## src/rtl/oc_timer_pkg.sv

```systemverilog
package oc_timer_pkg;

    localparam int CNT_W  = 16;
    localparam int NCH    = 8;
    localparam int ADDR_W = 5;
    localparam int PS_W   = 3;

    typedef enum logic [1:0] {
        ACT_NONE   = 2'b00,
        ACT_TOGGLE = 2'b01,
        ACT_LOW    = 2'b10,
        ACT_HIGH   = 2'b11
    } oc_act_e;

    typedef struct packed {
        logic [PS_W-1:0] ps_code;
        logic            fast_clr;
        logic            run;
    } oc_ctrl_t;

    localparam logic [ADDR_W-1:0] A_CTRL = 5'd0;
    localparam logic [ADDR_W-1:0] A_CNT  = 5'd1;
    localparam logic [ADDR_W-1:0] A_SEL  = 5'd2;
    localparam logic [ADDR_W-1:0] A_ACT  = 5'd3;
    localparam logic [ADDR_W-1:0] A_IEN  = 5'd4;
    localparam logic [ADDR_W-1:0] A_FLG  = 5'd5;
    localparam logic [ADDR_W-1:0] A_FRC  = 5'd6;
    localparam logic [ADDR_W-1:0] A_MSK7 = 5'd7;
    localparam logic [ADDR_W-1:0] A_DAT7 = 5'd8;
    localparam logic [ADDR_W-1:0] A_CMP  = 5'd16;

    function automatic logic apply_act(oc_act_e a, logic cur);
        case (a)
            ACT_TOGGLE: return ~cur;
            ACT_LOW:    return 1'b0;
            ACT_HIGH:   return 1'b1;
            default:    return cur;
        endcase
    endfunction

endpackage

```

## src/rtl/oc_tick_gen.sv

```systemverilog
module oc_tick_gen
    import oc_timer_pkg::*;
#(
    parameter int CW  = CNT_W,
    parameter int PSW = PS_W
) (
    input  logic           clk,
    input  logic           rst,
    input  logic           run,
    input  logic [PSW-1:0] ps_code,
    output logic           tick,
    output logic [CW-1:0]  cnt
);
    localparam int PRE_W = (1 << PSW) - 1;

    logic [PRE_W-1:0] pre_q;
    logic [PRE_W-1:0] pre_mask;

    // divide-by-2^code: tick when the low code bits of pre_q are all ones
    assign pre_mask = (PRE_W'(1) << ps_code) - PRE_W'(1);
    assign tick     = run && ((pre_q & pre_mask) == pre_mask);

    always_ff @(posedge clk) begin
        if (rst) begin
            pre_q <= '0;
            cnt   <= '0;
        end else begin
            if (run)  pre_q <= pre_q + PRE_W'(1);
            if (tick) cnt   <= cnt + CW'(1);
        end
    end
endmodule

```

## src/rtl/oc_channel.sv

```systemverilog
module oc_channel
    import oc_timer_pkg::*;
#(
    parameter int CW = CNT_W
) (
    input  logic          clk,
    input  logic          rst,
    input  logic          tick,
    input  logic [CW-1:0] cnt,
    input  logic [CW-1:0] cmp,
    input  logic          sel,
    input  logic [1:0]    act,
    input  logic          force_req,
    input  logic          ovr_en,
    input  logic          ovr_val,
    input  logic          clr,
    output logic          hit,
    output logic          flag,
    output logic          pin
);
    assign hit = tick && sel && (cnt == cmp);

    always_ff @(posedge clk) begin
        if (rst)       flag <= 1'b0;
        else if (hit)  flag <= 1'b1;
        else if (clr)  flag <= 1'b0;
    end

    always_ff @(posedge clk) begin
        if (rst) begin
            pin <= 1'b0;
        end else if (tick && sel) begin
            if (ovr_en)                pin <= ovr_val;
            else if (hit || force_req) pin <= apply_act(oc_act_e'(act), pin);
        end
    end
endmodule

```

## src/rtl/oc_timer.sv

```systemverilog
module oc_timer
    import oc_timer_pkg::*;
(
    input  logic              clk,
    input  logic              rst,
    input  logic              wr_en,
    input  logic              rd_en,
    input  logic [ADDR_W-1:0] addr,
    input  logic [CNT_W-1:0]  wdata,
    output logic [CNT_W-1:0]  rdata,
    output logic [NCH-1:0]    pins,
    output logic              irq
);
    localparam int CTRL_W = $bits(oc_ctrl_t);
    localparam int IDX_W  = $clog2(NCH);

    oc_ctrl_t                   ctrl_q;
    logic [NCH-1:0]             sel_q, ien_q, msk7_q, dat7_q, frc_q;
    logic [2*NCH-1:0]           act_q;
    logic [NCH-1:0][CNT_W-1:0]  cmp_q;
    logic [NCH-1:0]             hit_v, flag_v, clr_v;
    logic                       tick;
    logic [CNT_W-1:0]           cnt;
    logic                       cmp_sel;

    assign cmp_sel = (addr >= A_CMP) && (addr < A_CMP + ADDR_W'(NCH));

    oc_tick_gen #(.CW(CNT_W), .PSW(PS_W)) u_tick (
        .clk(clk), .rst(rst), .run(ctrl_q.run), .ps_code(ctrl_q.ps_code),
        .tick(tick), .cnt(cnt)
    );

    always_ff @(posedge clk) begin
        if (rst) begin
            ctrl_q <= '0;
            sel_q  <= '0;
            ien_q  <= '0;
            msk7_q <= '0;
            dat7_q <= '0;
            act_q  <= '0;
            cmp_q  <= '0;
        end else if (wr_en) begin
            case (addr)
                A_CTRL: ctrl_q <= oc_ctrl_t'(wdata[CTRL_W-1:0]);
                A_SEL:  sel_q  <= wdata[NCH-1:0];
                A_ACT:  act_q  <= wdata[2*NCH-1:0];
                A_IEN:  ien_q  <= wdata[NCH-1:0];
                A_MSK7: msk7_q <= wdata[NCH-1:0];
                A_DAT7: dat7_q <= wdata[NCH-1:0];
                default: if (cmp_sel) cmp_q[addr[IDX_W-1:0]] <= wdata;
            endcase
        end
    end

    // pending forces wait for the next tick; a write in a tick cycle waits for the one after
    always_ff @(posedge clk) begin
        if (rst) frc_q <= '0;
        else     frc_q <= (tick ? '0 : frc_q) |
                          ((wr_en && addr == A_FRC) ? wdata[NCH-1:0] : '0);
    end

    generate
        for (genvar n = 0; n < NCH; n++) begin : g_ch
            assign clr_v[n] = (wr_en && addr == A_FLG && wdata[n]) ||
                              (rd_en && ctrl_q.fast_clr && addr == A_CMP + ADDR_W'(n));
            oc_channel #(.CW(CNT_W)) u_ch (
                .clk(clk), .rst(rst), .tick(tick), .cnt(cnt), .cmp(cmp_q[n]),
                .sel(sel_q[n]), .act(act_q[2*n +: 2]), .force_req(frc_q[n]),
                .ovr_en(hit_v[NCH-1] && msk7_q[n]), .ovr_val(dat7_q[n]),
                .clr(clr_v[n]), .hit(hit_v[n]), .flag(flag_v[n]), .pin(pins[n])
            );
        end
    endgenerate

    assign irq = |(flag_v & ien_q);

    always_comb begin
        rdata = '0;
        case (addr)
            A_CTRL: rdata = CNT_W'(ctrl_q);
            A_CNT:  rdata = cnt;
            A_SEL:  rdata = CNT_W'(sel_q);
            A_ACT:  rdata = CNT_W'(act_q);
            A_IEN:  rdata = CNT_W'(ien_q);
            A_FLG:  rdata = CNT_W'(flag_v);
            A_MSK7: rdata = CNT_W'(msk7_q);
            A_DAT7: rdata = CNT_W'(dat7_q);
            default: if (cmp_sel) rdata = cmp_q[addr[IDX_W-1:0]];
        endcase
    end
endmodule

```

## config.mk

```make
export PLATFORM = sky130hd
export DESIGN_NAME = oc_timer
export DESIGN_NICKNAME = d
export VERILOG_FILES = /design/src/rtl/oc_timer_pkg.sv /design/src/rtl/oc_tick_gen.sv /design/src/rtl/oc_channel.sv /design/src/rtl/oc_timer.sv
export SDC_FILE = /design/constraint.sdc
export NUM_CORES = 1
export LEC_CHECK = 0
export ABC_AREA = 1
export BUFFER_PORTS_ARGS = -buffer_cell sky130_fd_sc_hd__buf_2
export CELL_PAD_IN_SITES_DETAIL_PLACEMENT = 0
export CELL_PAD_IN_SITES_GLOBAL_PLACEMENT = 2
export CORE_MARGIN = 1.5
export CORE_UTILIZATION = 32
export DETAILED_ROUTE_END_ITERATION = 8
export PLACE_DENSITY = 0.78
export SYNTH_ARGS = -nofsm -noshare
export SYNTH_HDL_FRONTEND = slang
export SYNTH_SLANG_ARGS = --single-unit
```

## constraint.sdc

```tcl
create_clock -name clk -period 1.65 [get_ports clk]
set_input_delay 0.2475 -clock clk [delete_from_list [all_inputs] [get_ports clk]]
set_output_delay 0.2475 -clock clk [all_outputs]
set_load 0.1 [all_outputs]
```

==> out/results.ini <==
[status]
status=complete, but fails checks
failed_checks=setup timing

[route]
vias=13908
drc=0
first_pass_iters=5
avgViaCountPerCell=5.14
drtAntennaViolNets=0
drt_iter0_markers=1077
drt-total-wl_um=55700
wl_per_cell_um=20.6

[global_route]
grt_pass1_vias=13116
antenna_found_initial=1
grt.total_usage=0.281
grt_pass1_wl_um=82800
grt_max_degree=51
grt_overflow=0

[sta]
slew_headroom=0.634
finalClockSkew_ns=0.0183
drv_slew=0
rsz0062_at_grt=true
hold_viol=0
totalNegativeSetupSlack_ns=-9.36
worst_slack_ns=-0.512
period_share=1.31
fmax_mhz=463
period_minus_slack_ns=2.16
setup_violations=38
worstMarginPinSlew_ns=0.549

[pwr]
leakage_nw=7.97
p_per_area_nw_per_um2=728
ir_drop_mv=0.620

[clock_network]
clk_pin_slew_worst_paths_ns=0.06
cts_tree=built
clock_path_buffers=3
clock-root-buffer=clkbuf_16
cts_buffers=29
clock_latency_ns=0.56
htree_levels=1
cts_sinks=228

[yosys]
synth_edf_count=0
yosys-mux-area-fraction=0
ys_types=39
synthCells=1830
async_reset_ff_frac=0
syn_area_um2=12200
synth-compound-area-share=0.220
yosys.area_share.simple=0.245
synth.net_count=1865
ys_seq_area_frac=0.373
ys.flop_type=dfxtp_1
synth-xor-area-share=0.0536
synth_seq_cells=228
yosys_warnings=0
synthAdderAreaFrac=0.0102
syn_avg_cell_area_um2=6.69
synth_top_family_by_area=simple AND/OR/NAND/NOR gates

[floorplan]
fp.dieH_um=199
num_rows=71
core_um2=37700
start_util=0.325
die_w_um=199
ios=50
die_area_um2=39400

[worst_setup_path]
rr_worst_depth=14
critPathCaptureType=output port
required_ns=1.40
crit_fanout=3
crit_type=flop to output port
arrival_ns=1.91
start_kind=flop

[layout]
utilization=0.507
drive_above_1_share=0.382
top_regs=cmp_q: 128 flops, act_q: 16 flops, u_tick.cnt: 16 flops
stdcell_count=2706
antennaDiodeCount=0
area_growth_pct=56.1
stdcell_area_um2=19100
nFillCells=3742
largest_reg_flops=128
final_nets=2209
regMostFlops=cmp_q

[hold_path]
holdPathStages=3
hold_class=input port to flop

[run]
drv_cap=0

[placement]
dp_cells=2584
place_area_um2=15900
port-buffer-count=49
dp_hpwl_um=40800
place_ws_ns=-0.492
gp_congestion=0.915

## where the power goes
part	total, mW	switching [mW]	leakage (nW)	internal [mW]
clock	6.65	2.62	0.474	4.03
combinational	1.66	1.05	5.63	0.618
sequential	5.60	0.0539	1.87	5.55
## kinds of logic (layout without fill, tap and decap cells)
group	Yosys count	in the layout
buf+inv	292	657
fa+ha+maj	10	10
flops	228	228
simple gates	737	737
xor+xnor	75	75
compound gates	488	488
## synthesized netlist by cell type (3+ instances only)
| master | instances | area, um^2 |
|---|---|---|
| nand2_1 | 426 | 1600 |
| dfxtp_1 | 228 | 4560 |
| a21oi_1 | 203 | 1020 |
| nor2_1 | 201 | 754 |
| o21ai_0 | 189 | 946 |
| inv_1 | 159 | 597 |
| xnor2_1 | 72 | 631 |
| nand3_1 | 67 | 335 |
| clkbuf_1 | 57 | 214 |
| buf_2 | 32 | 160 |
| a221oi_1 | 23 | 201 |
| inv_2 | 16 | 60.1 |
| buf_4 | 15 | 113 |
| o22ai_1 | 15 | 93.8 |
| o2111ai_1 | 14 | 123 |
| o21ai_1 | 12 | 60.1 |
| o221ai_1 | 12 | 105 |
| nand4_1 | 11 | 68.8 |
| ha_1 | 10 | 125 |
| or2_2 | 8 | 50.1 |
| buf_1 | 7 | 26.3 |
| nor2_2 | 7 | 43.8 |
| o211ai_1 | 7 | 52.6 |
| a22oi_1 | 5 | 37.5 |
| clkinv_1 | 5 | 18.8 |
| nor3_1 | 5 | 25.0 |
| nor2_4 | 4 | 45.0 |
| nor3_2 | 3 | 30.0 |
| o21a_1 | 3 | 22.5 |
| o311ai_0 | 3 | 26.3 |
| xor2_1 | 3 | 26.3 |
## per-layer routing
metal	global-route usage	vias to the layer above	wire, um
met5	0	-	12
met4	0.0648	2	1470
met3	0.0456	97	3710
met2	0.455	458	25300
met1	0.389	6624	25200
li1	-	6727	-
## through the flow
step                      power [mW]  hold slack (ns)
after floorplan                 6.39            0.382
after global placement          7.08            0.447
after detailed placement        7.08            0.454
after CTS                       13.9           0.0221
after global routing            14.3           0.0472
final                           13.9           0.0358
## layout make-up
cell class / instances / area, um^2 / area share
Clock buffer: 42 / 815 / 0.0426
Clock inverter: 10 / 156 / 0.00818
Inverter: 180 / 723 / 0.0378
Multi-Input combinational cell: 1310 / 8090 / 0.423
Sequential cell: 228 / 4660 / 0.244
Tap cell: 511 / 639 / 0.0335
Timing Repair Buffer: 425 / 4030 / 0.211
## worst max-delay path, stage by stage (launching register included)
cell and delay, ns:
dfxtp_1 0.32, inv_2 0.06, buf_4 0.10, o221ai_1 0.12
o211ai_1 0.25, buf_4 0.19, o221ai_4 0.11, buf_12 0.19
## placed cells by master, fill, tap and decap left out, types with 7 or more instances in the layout
| cell type | synthesis | final |
|---|---|---|
| a21oi_1 | 203 | 179 |
| a21oi_2 | 0 | 23 |
| a221oi_2 | 0 | 19 |
| buf_12 | 0 | 46 |
| buf_2 | 32 | 29 |
| buf_4 | 15 | 283 |
| buf_6 | 1 | 57 |
| clkbuf_1 | 57 | 9 |
| clkbuf_16 | 0 | 30 |
| dfxtp_1 | 228 | 176 |
| dfxtp_2 | 0 | 39 |
| dfxtp_4 | 0 | 13 |
| ha_1 | 10 | 9 |
| inv_1 | 159 | 125 |
| inv_2 | 16 | 40 |
| inv_4 | 0 | 9 |
| nand2_1 | 426 | 365 |
| nand2_2 | 1 | 49 |
| nand2_4 | 0 | 12 |
| nand3_1 | 67 | 35 |
| nand3_2 | 0 | 15 |
| nand3_4 | 0 | 17 |
| nand4_1 | 11 | 11 |
| nor2_1 | 201 | 163 |
| nor2_2 | 7 | 18 |
| nor2_4 | 4 | 31 |
| o2111ai_2 | 0 | 7 |
| o211ai_1 | 7 | 7 |
| o21ai_0 | 189 | 166 |
| o21ai_1 | 12 | 22 |
| o21ai_2 | 0 | 12 |
| o221ai_4 | 0 | 8 |
| o22ai_1 | 15 | 7 |
| or2_2 | 8 | 7 |
| xnor2_1 | 72 | 54 |
| xnor2_2 | 0 | 15 |
## what timing repair did
| item | in CTS | in global routing |
|---|---|---|
| buffers inserted | 41 | 29 |
| pin swaps | 86 | 118 |
| gates cloned | 3 | 1 |
| endpoints found under the setup margin | 43 | 46 |
| resized for setup | 282 | 195 |
| endpoints found under the hold margin | 1 | 0 |
| hold buffers | 1 | 0 |
## worst paths after layout
path	startpoint	to	slack [ns]
setup / recovery	cmp_q[107]$_SDFFE_PP0P_	rdata[11]	-0.51
hold / removal	wdata[3]	frc_q[3]$_SDFF_PP0_	0.04
setup reg to reg	ctrl_q[4]$_SDFFE_PP0P_	g_ch[1].u_ch.pin$_SDFFE_PP0P_	-0.29
hold reg to reg	frc_q[4]$_SDFF_PP0_	frc_q[4]$_SDFF_PP0_	0.46
No activity file was read; power rests on OpenSTA's default activity.
